==> src/rtl/pwm_match_pkg.sv <==
package pwm_match_pkg;

  // Kind of register selected by an address, for an NCH-channel unit:
  // compare values first, then period, mode, level and the counter.
  typedef enum logic [2:0] {
    K_MATCH,
    K_PERIOD,
    K_MODE,
    K_LEVEL,
    K_COUNT,
    K_NONE
  } reg_kind_e;

  function automatic reg_kind_e reg_kind(input int unsigned a, input int unsigned nch);
    if (a < nch)             return K_MATCH;
    else if (a == nch)       return K_PERIOD;
    else if (a == nch + 1)   return K_MODE;
    else if (a == nch + 2)   return K_LEVEL;
    else if (a == nch + 3)   return K_COUNT;
    else                     return K_NONE;
  endfunction

endpackage

==> src/rtl/pwm_reset_sync.sv <==
module pwm_reset_sync #(
  parameter int STAGES = 2
) (
  input  logic clk,
  input  logic rst_n,
  output logic rst_sync_n
);

  logic [STAGES-1:0] sync_q;
  logic [STAGES-1:0] sync_d;

  always_comb begin
    sync_d = {sync_q[STAGES-2:0], 1'b1};
  end

  always_ff @(posedge clk or negedge rst_n) begin
    if (!rst_n) sync_q <= '0;
    else        sync_q <= sync_d;
  end

  assign rst_sync_n = sync_q[STAGES-1];

endmodule

==> src/rtl/pwm_regfile.sv <==
module pwm_regfile
  import pwm_match_pkg::*;
#(
  parameter int NCH = 3,
  parameter int CW  = 16,
  parameter int AW  = 3
) (
  input  logic              clk,
  input  logic              rst_n,
  input  logic              wr_en,
  input  logic [AW-1:0]     addr,
  input  logic [CW-1:0]     wdata,
  input  logic [CW-1:0]     count_val,
  output logic [NCH*CW-1:0] match_flat,
  output logic [CW-1:0]     period_val,
  output logic [NCH-1:0]    mode_val,
  output logic [NCH-1:0]    level_val,
  output logic [CW-1:0]     rd_data
);

  reg_kind_e kind;

  logic [CW-1:0]  match_q [NCH];
  logic [CW-1:0]  match_d [NCH];
  logic [CW-1:0]  period_q, period_d;
  logic [NCH-1:0] mode_q, mode_d;
  logic [NCH-1:0] level_q, level_d;

  assign kind = reg_kind(32'(addr), NCH);

  // next-state
  always_comb begin
    period_d = period_q;
    mode_d   = mode_q;
    level_d  = level_q;
    for (int i = 0; i < NCH; i++) begin
      match_d[i] = match_q[i];
      if (kind == K_MATCH && addr == AW'(i)) match_d[i] = wdata;
    end
    case (kind)
      K_PERIOD: period_d = wdata;
      K_MODE:   mode_d   = wdata[NCH-1:0];
      K_LEVEL:  level_d  = wdata[NCH-1:0];
      default:  ;
    endcase
  end

  // registers, clock-enabled by the write strobe
  always_ff @(posedge clk or negedge rst_n) begin
    if (!rst_n) begin
      for (int i = 0; i < NCH; i++) match_q[i] <= '0;
      period_q <= '0;
      mode_q   <= '0;
      level_q  <= '0;
    end else if (wr_en) begin
      for (int i = 0; i < NCH; i++) match_q[i] <= match_d[i];
      period_q <= period_d;
      mode_q   <= mode_d;
      level_q  <= level_d;
    end
  end

  // read mux
  always_comb begin
    rd_data = '0;
    case (kind)
      K_MATCH: begin
        for (int i = 0; i < NCH; i++)
          if (addr == AW'(i)) rd_data = match_q[i];
      end
      K_PERIOD: rd_data = period_q;
      K_MODE:   rd_data = CW'(mode_q);
      K_LEVEL:  rd_data = CW'(level_q);
      K_COUNT:  rd_data = count_val;
      default:  rd_data = '0;
    endcase
  end

  for (genvar g = 0; g < NCH; g++) begin : g_flat
    assign match_flat[g*CW +: CW] = match_q[g];
  end

  assign period_val = period_q;
  assign mode_val   = mode_q;
  assign level_val  = level_q;

endmodule

==> src/rtl/pwm_timebase.sv <==
module pwm_timebase #(
  parameter int CW = 16
) (
  input  logic          clk,
  input  logic          rst_n,
  input  logic          tick,
  input  logic [CW-1:0] period_val,
  output logic [CW-1:0] count_val,
  output logic [CW-1:0] count_nxt,
  output logic          wrap
);

  localparam logic [CW-1:0] ONE = CW'(1);

  logic [CW-1:0] cnt_q;

  // value the counter takes if this cycle ticks
  always_comb begin
    wrap      = tick && (cnt_q == period_val);
    count_nxt = (cnt_q == period_val) ? '0 : cnt_q + ONE;
  end

  always_ff @(posedge clk or negedge rst_n) begin
    if (!rst_n)    cnt_q <= '0;
    else if (tick) cnt_q <= count_nxt;
  end

  assign count_val = cnt_q;

endmodule

==> src/rtl/pwm_channel.sv <==
module pwm_channel #(
  parameter int CW = 16
) (
  input  logic          clk,
  input  logic          rst_n,
  input  logic          tick,
  input  logic          wrap,
  input  logic [CW-1:0] count_nxt,
  input  logic [CW-1:0] match_val,
  input  logic          mode_pwm,
  input  logic          level,
  output logic          out
);

  logic pwm_q, pwm_d;
  logic hit;

  // set wins over the wrap clear
  always_comb begin
    hit   = (count_nxt == match_val);
    pwm_d = pwm_q;
    if (hit)       pwm_d = 1'b1;
    else if (wrap) pwm_d = 1'b0;
  end

  always_ff @(posedge clk or negedge rst_n) begin
    if (!rst_n)    pwm_q <= 1'b0;
    else if (tick) pwm_q <= pwm_d;
  end

  assign out = mode_pwm ? pwm_q : level;

endmodule

==> src/rtl/pwm_match_unit.sv <==
module pwm_match_unit
  import pwm_match_pkg::*;
#(
  parameter int NCH = 3,
  parameter int CW  = 16,
  parameter int AW  = $clog2(NCH + 4)
) (
  input  logic           clk,
  input  logic           rst_n,
  input  logic           tick,
  input  logic           wr_en,
  input  logic [AW-1:0]  addr,
  input  logic [CW-1:0]  wdata,
  output logic [CW-1:0]  rd_data,
  output logic [NCH-1:0] pwm_out
);

  logic              rst_sync_n;
  logic [NCH*CW-1:0] match_flat;
  logic [CW-1:0]     period_val;
  logic [NCH-1:0]    mode_val;
  logic [NCH-1:0]    level_val;
  logic [CW-1:0]     count_val;
  logic [CW-1:0]     count_nxt;
  logic              wrap;

  pwm_reset_sync #(.STAGES(2)) u_rst (
    .clk        (clk),
    .rst_n      (rst_n),
    .rst_sync_n (rst_sync_n)
  );

  pwm_regfile #(.NCH(NCH), .CW(CW), .AW(AW)) u_regs (
    .clk        (clk),
    .rst_n      (rst_sync_n),
    .wr_en      (wr_en),
    .addr       (addr),
    .wdata      (wdata),
    .count_val  (count_val),
    .match_flat (match_flat),
    .period_val (period_val),
    .mode_val   (mode_val),
    .level_val  (level_val),
    .rd_data    (rd_data)
  );

  pwm_timebase #(.CW(CW)) u_tb (
    .clk        (clk),
    .rst_n      (rst_sync_n),
    .tick       (tick),
    .period_val (period_val),
    .count_val  (count_val),
    .count_nxt  (count_nxt),
    .wrap       (wrap)
  );

  for (genvar g = 0; g < NCH; g++) begin : g_ch
    pwm_channel #(.CW(CW)) u_ch (
      .clk       (clk),
      .rst_n     (rst_sync_n),
      .tick      (tick),
      .wrap      (wrap),
      .count_nxt (count_nxt),
      .match_val (match_flat[g*CW +: CW]),
      .mode_pwm  (mode_val[g]),
      .level     (level_val[g]),
      .out       (pwm_out[g])
    );
  end

endmodule

==> config.mk <==
export PLATFORM = sky130hd
export DESIGN_NAME = pwm_match_unit
export DESIGN_NICKNAME = d
export VERILOG_FILES = /design/src/rtl/pwm_match_pkg.sv /design/src/rtl/pwm_reset_sync.sv /design/src/rtl/pwm_regfile.sv /design/src/rtl/pwm_timebase.sv /design/src/rtl/pwm_channel.sv /design/src/rtl/pwm_match_unit.sv
export SDC_FILE = /design/constraint.sdc
export NUM_CORES = 1
export LEC_CHECK = 0
export BUFFER_PORTS_ARGS = -buffer_cell sky130_fd_sc_hd__buf_4
export CORE_UTILIZATION = 35
export DETAILED_ROUTE_END_ITERATION = 7
export SLEW_MARGIN = 20
export SYNTH_ARGS = -nofsm -noshare
export SYNTH_HDL_FRONTEND = slang
export SYNTH_HIERARCHICAL = 1
export SYNTH_SLANG_ARGS = --single-unit
==> constraint.sdc <==
create_clock -name clk -period 2.66 [get_ports clk]
set_input_delay 0.532 -clock clk [delete_from_list [all_inputs] [get_ports clk]]
set_output_delay 0.532 -clock clk [all_outputs]
set_load 0.005 [all_outputs]
; Yosys cells after proc, flatten, opt, wreduce, memory -nomap -nowiden
; Index checks and enable logic that the tools add are counted.
[totals]
reg_bits = 91
input_bits = 23
out_inout_bits = 19
[classes]
add_sub_neg = 1
order_cmp = 1
eq_ne = 14
mux = 17
reduce_logical = 18
[op_table]
columns = operator, n
row1 = 16-bit case mux with 5 select lines, 1
row2 = 16-bit == test, 4
row3 = 16-bit 2-to-1 mux, 4
row4 = 2-bit AND reduction, 9
row5 = 16-bit by 1-bit adder with 16-bit output (second input constant), 1
row6 = 3-bit by 2-bit == test with 1-bit output (second input constant), 4
row7 = 3-bit == test (second input constant), 4
row8 = 3-bit 2-to-1 mux, 4
row9 = 1-bit 2-to-1 mux, 8
row10 = 3-bit by 1-bit == test with 1-bit output (second input constant), 2
row11 = 3-bit logical NOT, 2
row12 = 2-bit nonzero test, 3
row13 = 1-bit logical AND, 4
row14 = 3-bit by 2-bit less-than comparator with 1-bit output (second input constant), 1

; Depth between registers and ports, before layout
[depth]
ltp_word = 9
ltp_mapped = 11
mapped_depth_nobuf = 10

; Hierarchy
; Netlist, hierarchy kept.
[modules_own_cells]
columns = mod, n_inst, cells_each, area_per_inst_um2, seq_area_each_um2
row1 = pwm_regfile, 1, 238, 3343.2, 1751.7
row2 = pwm_timebase, 1, 153, 1282.5, 400.4
row3 = pwm_channel, 3, 25, 221.5, 25.0
row4 = pwm_reset_sync, 1, 3, 53.8, 50.0

; Worst setup path after synthesis
; Ideal clock, no wire load.
[synth_timing]
path_kind = reg-to-reg
from = reg u_tb.cnt_q[0] (netlist: u_tb/count_val[0])
to = reg g_ch[0].u_ch.pwm_q
setup_time_ns = 0.066
arrival_time_ns = 2.447
path_slack_ns = 0.147
stages_incl_launch_ff = 12
n_path_buf = 1
synth_period_minus_slack_ns = 2.513
path_cell_list = dfrtp_1 -> ha_1 -> nand4_1 -> or3_1 -> clkbuf_1 -> nor2_1 -> xnor2_1 -> nor2_1 -> xnor2_1 -> nand4_1 -> nor4_1 -> a32o_2
[synth_between]
elab_chain_len = 5
[synth_lines]
columns = element, line
row1 = start: declaration, pwm_timebase.sv:15  ; logic [CW-1:0] cnt_q;
row2 = start signal: assignment, pwm_timebase.sv:25  ; else if (tick) cnt_q <= count_nxt;
row3 = 16-bit by 1-bit adder with 16-bit output or 16-bit == test (tied branches), pwm_timebase.sv:20  ; count_nxt = (cnt_q == period_val) ? '0 : cnt_q + ONE;
row4 = 16-bit 2-to-1 mux (*), pwm_timebase.sv:20
row5 = named net count_nxt[14], pwm_match_unit.sv:24  ; logic [CW-1:0] count_nxt;
row6 = 16-bit == test (*), pwm_channel.sv:20  ; hit = (count_nxt == match_val);
row7 = 2-bit nonzero test (no source line), --
row8 = 2-bit AND reduction (no source line), --
row9 = end signal: assignment, pwm_channel.sv:28  ; else if (tick) pwm_q <= pwm_d;
row10 = end: declaration, pwm_channel.sv:15  ; logic pwm_q, pwm_d;
; The timed path passes the listed nets; every way through them passes the cells marked *.
; A chain may end at the register's enable or synchronous reset.

; Worst setup path in the final report
[layout_timing]
from = reg u_regs.period_q[5] (netlist: u_regs/period_val[5])
to = reg g_ch[1].u_ch.pwm_q
[layout_between]
elab_chain_len = 5
[layout_lines]
columns = element, line
row1 = start: declaration, pwm_regfile.sv:25  ; logic [CW-1:0] period_q, period_d;
row2 = start signal: assignment, pwm_regfile.sv:57  ; period_q <= period_d;
row3 = 16-bit == test (*), pwm_timebase.sv:20
row4 = 16-bit 2-to-1 mux (*), pwm_timebase.sv:20
row5 = named net count_nxt[3], pwm_match_unit.sv:24
row6 = 16-bit == test (*), pwm_channel.sv:20
row7 = 2-bit nonzero test (no source line), --
row8 = 2-bit AND reduction (no source line), --
row9 = end signal: assignment, pwm_channel.sv:28
row10 = end: declaration, pwm_channel.sv:15
; Marked as above.

==> results_dict.tcl <==
set metrics [dict create \
    status "complete, but fails checks" \
    violations "DRC" \
    antenna_found_initial 0 \
    vias 4023 \
    cp_top_family "simple AND/OR/NAND/NOR gates" \
    synthToLayoutAreaGrowth_pct 22.7 \
    worstSetupPathType "flop to flop" \
    layout-drive-gt1-share_pct 38.1 \
    cp-start-kind "flop" \
    htreeDepth 3 \
    ys_ff_latch 91 \
    instances_no_fill 722 \
    worst-path-buf-inv 2 \
    fp-row-count 44 \
    dp_hpwl_um 11100 \
    slowest_delay_ns 0.44 \
    p_per_area_mw_per_mm2 739 \
    grt_max_degree 50 \
    cp_cell_sequence "xnor2_1, nand4_1, nor4_4, buf_12, buf_12, nor2_1, xnor2_1, nand4_1, nor4_2, a32o_2" \
    maxCapViolCount 0 \
    io_pins 42 \
    crit_path_top_delay_cell "dfrtp_1" \
    fmax_ghz 0.387 \
    cts_tree "built" \
    cts.path.max_buffers 2 \
    cp_data_required_time_ns 2.96 \
    cts_buffers 9 \
    design.die.area_sq_mm 0.0158 \
    crit_fanout 5 \
    multi_input_area_sq_mm 0.00299 \
    seqCellArea_sq_mm 0.00228 \
    clk_pin_slew_worst_paths_ns 0.07 \
    drt-total-wl_um 15300 \
    slew_headroom_pct 50.4 \
    peakVddDrop_uv 322 \
    netlist_area_sq_mm 0.00534 \
    start_util_pct 36.4 \
    drc 3 \
    initialDrtViolationCount 323 \
    period_needed_ns 2.58 \
    mostFrequentLayoutCells "90 x dfrtp_1, 72 x mux2_2, 71 x xnor2_1, 71 x buf_4, 22 x a22oi_1" \
    avgSynthCellArea_sq_um 11.4 \
    syn_inst 469 \
    fillCellCount 1384 \
    dpl_cell_area_sq_mm 0.00601 \
    num_antenna_cells 0 \
    cp.arrival_ns 2.88 \
    final_max_slew_viol_count 0 \
    ys_seq_area_share_pct 42.6 \
    clkSinkCount 91 \
    placed_cells 696 \
    synth.distinct_cells 44 \
    die_x_um 126 \
    dr.pass1.iters 8 \
    via_per_inst 5.57 \
    final_common_cell "dfrtp_1" \
    grt_pass1_vias 4118 \
    finalInstanceArea_sq_mm 0.00656 \
    gp_congestion 0.940 \
    cp-end-kind "flop" \
    synth_nets 493 \
    leakage_uw 0.00264 \
    period_share_pct 97.0 \
    port_buffers 41 \
    hold_viol 0 \
    die_h_um 126 \
    ant_nets 0 \
    ys_warn_count 6 \
    fin_skew_ns 0.00655 \
    hp-class "flop to asynchronous set/reset pin" \
    final_nets 557 \
    cts-root-buf "clkbuf_16" \
    routedWlPerCell_um 21.2 \
    clk_latency_ns 0.36 \
    coreArea_sq_mm 0.0147 \
    setup_viol 0 \
    grt_pass1_wl_um 23800 \
    track_usage_pct 20.3 \
    worst_pin_slew_ns 0.742 \
    gr-total-overflow 0 \
]
[report_power, final]
group / internal [uW] / switching [uW]
combinational: 848 / 704
clock: 724 / 565
sequential: 1680 / 329
total: 3250 / 1600
[layout make-up]
type	instances	area share, %
well taps	184	3.51
inverters	6	0.343
clock inverters	7	1.05
clock buffers	9	3.43
repair buffers	83	11.3
flip-flops and latches	91	34.8
multi-input cells	342	45.6
[cell usage after synthesis (all sizes together)]
library cell,instances,area (sq um)
clkbuf,9,35.0
a32o,3,33.8
a22oi,22,165
a32oi,1,8.76
xnor2,76,666
and2,2,12.5
ha,1,12.5
nand2,9,33.8
nor3,8,67.6
nor4,6,52.6
and4,1,8.76
buf,21,133
or3,1,6.26
nor2b,11,68.8
inv,6,22.5
o31ai,1,7.51
mux4,1,22.5
mux2i,7,70.1
nand4,16,100
xor2,2,17.5
and3,4,25.0
a221oi,6,52.6
nand2b,1,8.76
conb,1,3.75
nand3,8,52.6
o21ai,14,70.1
nor3b,1,7.51
o22ai,11,68.8
dfrtp,91,2280
and2b,1,8.76
mux2,90,1010
nor2,23,88.8
a22o,14,123
[layer usage]
metal  track usage [%]  vias up  share of wire [%]
met5                 0        -                  0
met4              8.61        0                2.5
met3              3.59       25                5.5
met2              32.1      129                 47
met1              27.3     2027                 45
li1                  -     1842                  -
[registers in the layout, indices dropped and copies added, names as in the netlist]
name / flops
u_tb/count_val: 16
u_rst/sync_q: 2
u_regs/period_val: 16
u_regs/match_flat: 48
u_regs/mode_val: 3
g_ch.u_ch/pwm_q: 3
u_regs/level_val: 3
[per-stage QoR]
step	power [uW]	util (%)	hold slack (ns)	TNS, ns	worst slack (ns)
2_1_floorplan	2940	-	0.236	0	0.147
3_3_place_gp	3470	40.9	0.314	0	0.129
3_5_place_dp	3500	40.9	0.315	0	0.0798
4_1_cts	4810	42.9	0.352	0	0.0509
5_1_grt	5080	44.6	0.370	-0.0461	-0.0418
6_report	4850	44.6	0.324	0	0.0791
[final timing paths]
kind	from	slack, ns	end	cells after the start
hold / removal	u_rst/sync_q[1]$_DFF_PN0_	0.32	u_regs/match_flat[21]$_DFFE_PN0P_	0
max in group asynchronous	u_rst/sync_q[1]$_DFF_PN0_	1.68	u_regs/match_flat[2]$_DFFE_PN0P_	1
min in group clk	u_rst/sync_q[0]$_DFF_PN0_	0.36	u_rst/sync_q[1]$_DFF_PN0_	0
setup / recovery	u_regs/period_val[5]$_DFFE_PN0P_	0.08	g_ch[1].u_ch/pwm_q$_DFFE_PN0P_	10
setup reg to reg	u_regs/period_val[5]$_DFFE_PN0P_	0.08	g_ch[1].u_ch/pwm_q$_DFFE_PN0P_	10
hold reg to reg	u_rst/sync_q[1]$_DFF_PN0_	0.32	u_regs/match_flat[21]$_DFFE_PN0P_	0
[worst reg2reg max path: stages (launching register included)]
cell and delay [ns]:
dfrtp_1 0.44, xnor2_1 0.25, nand4_1 0.20, nor4_4 0.33, buf_12 0.17, buf_12 0.11, nor2_1 0.08, xnor2_1 0.19
nand4_1 0.22, nor4_2 0.34, a32o_2 0.20
[timing repair]
item | in CTS | in global routing
gates resized for setup | 0 | 24
setup endpoints to repair | 0 | 3
hold endpoints to repair | 2 | 0
hold buffers | 1 | 0
buffers inserted | 0 | 8
[cell families (layout without fill, tap and decap cells)]
family | Yosys count | count (layout) | synth area share [%]
compound gates | 72 | 72 | 9.90
flops | 91 | 91 | 42.6
xor+xnor | 78 | 78 | 12.8
buf+inv | 36 | 105 | 3.56
fa+ha+maj | 1 | 1 | 0.234
mux | 98 | 98 | 20.7
simple gates | 92 | 92 | 10.1
other cells | 1 | 1 | 0.0702
No activity file was read; power rests on OpenSTA's default activity.
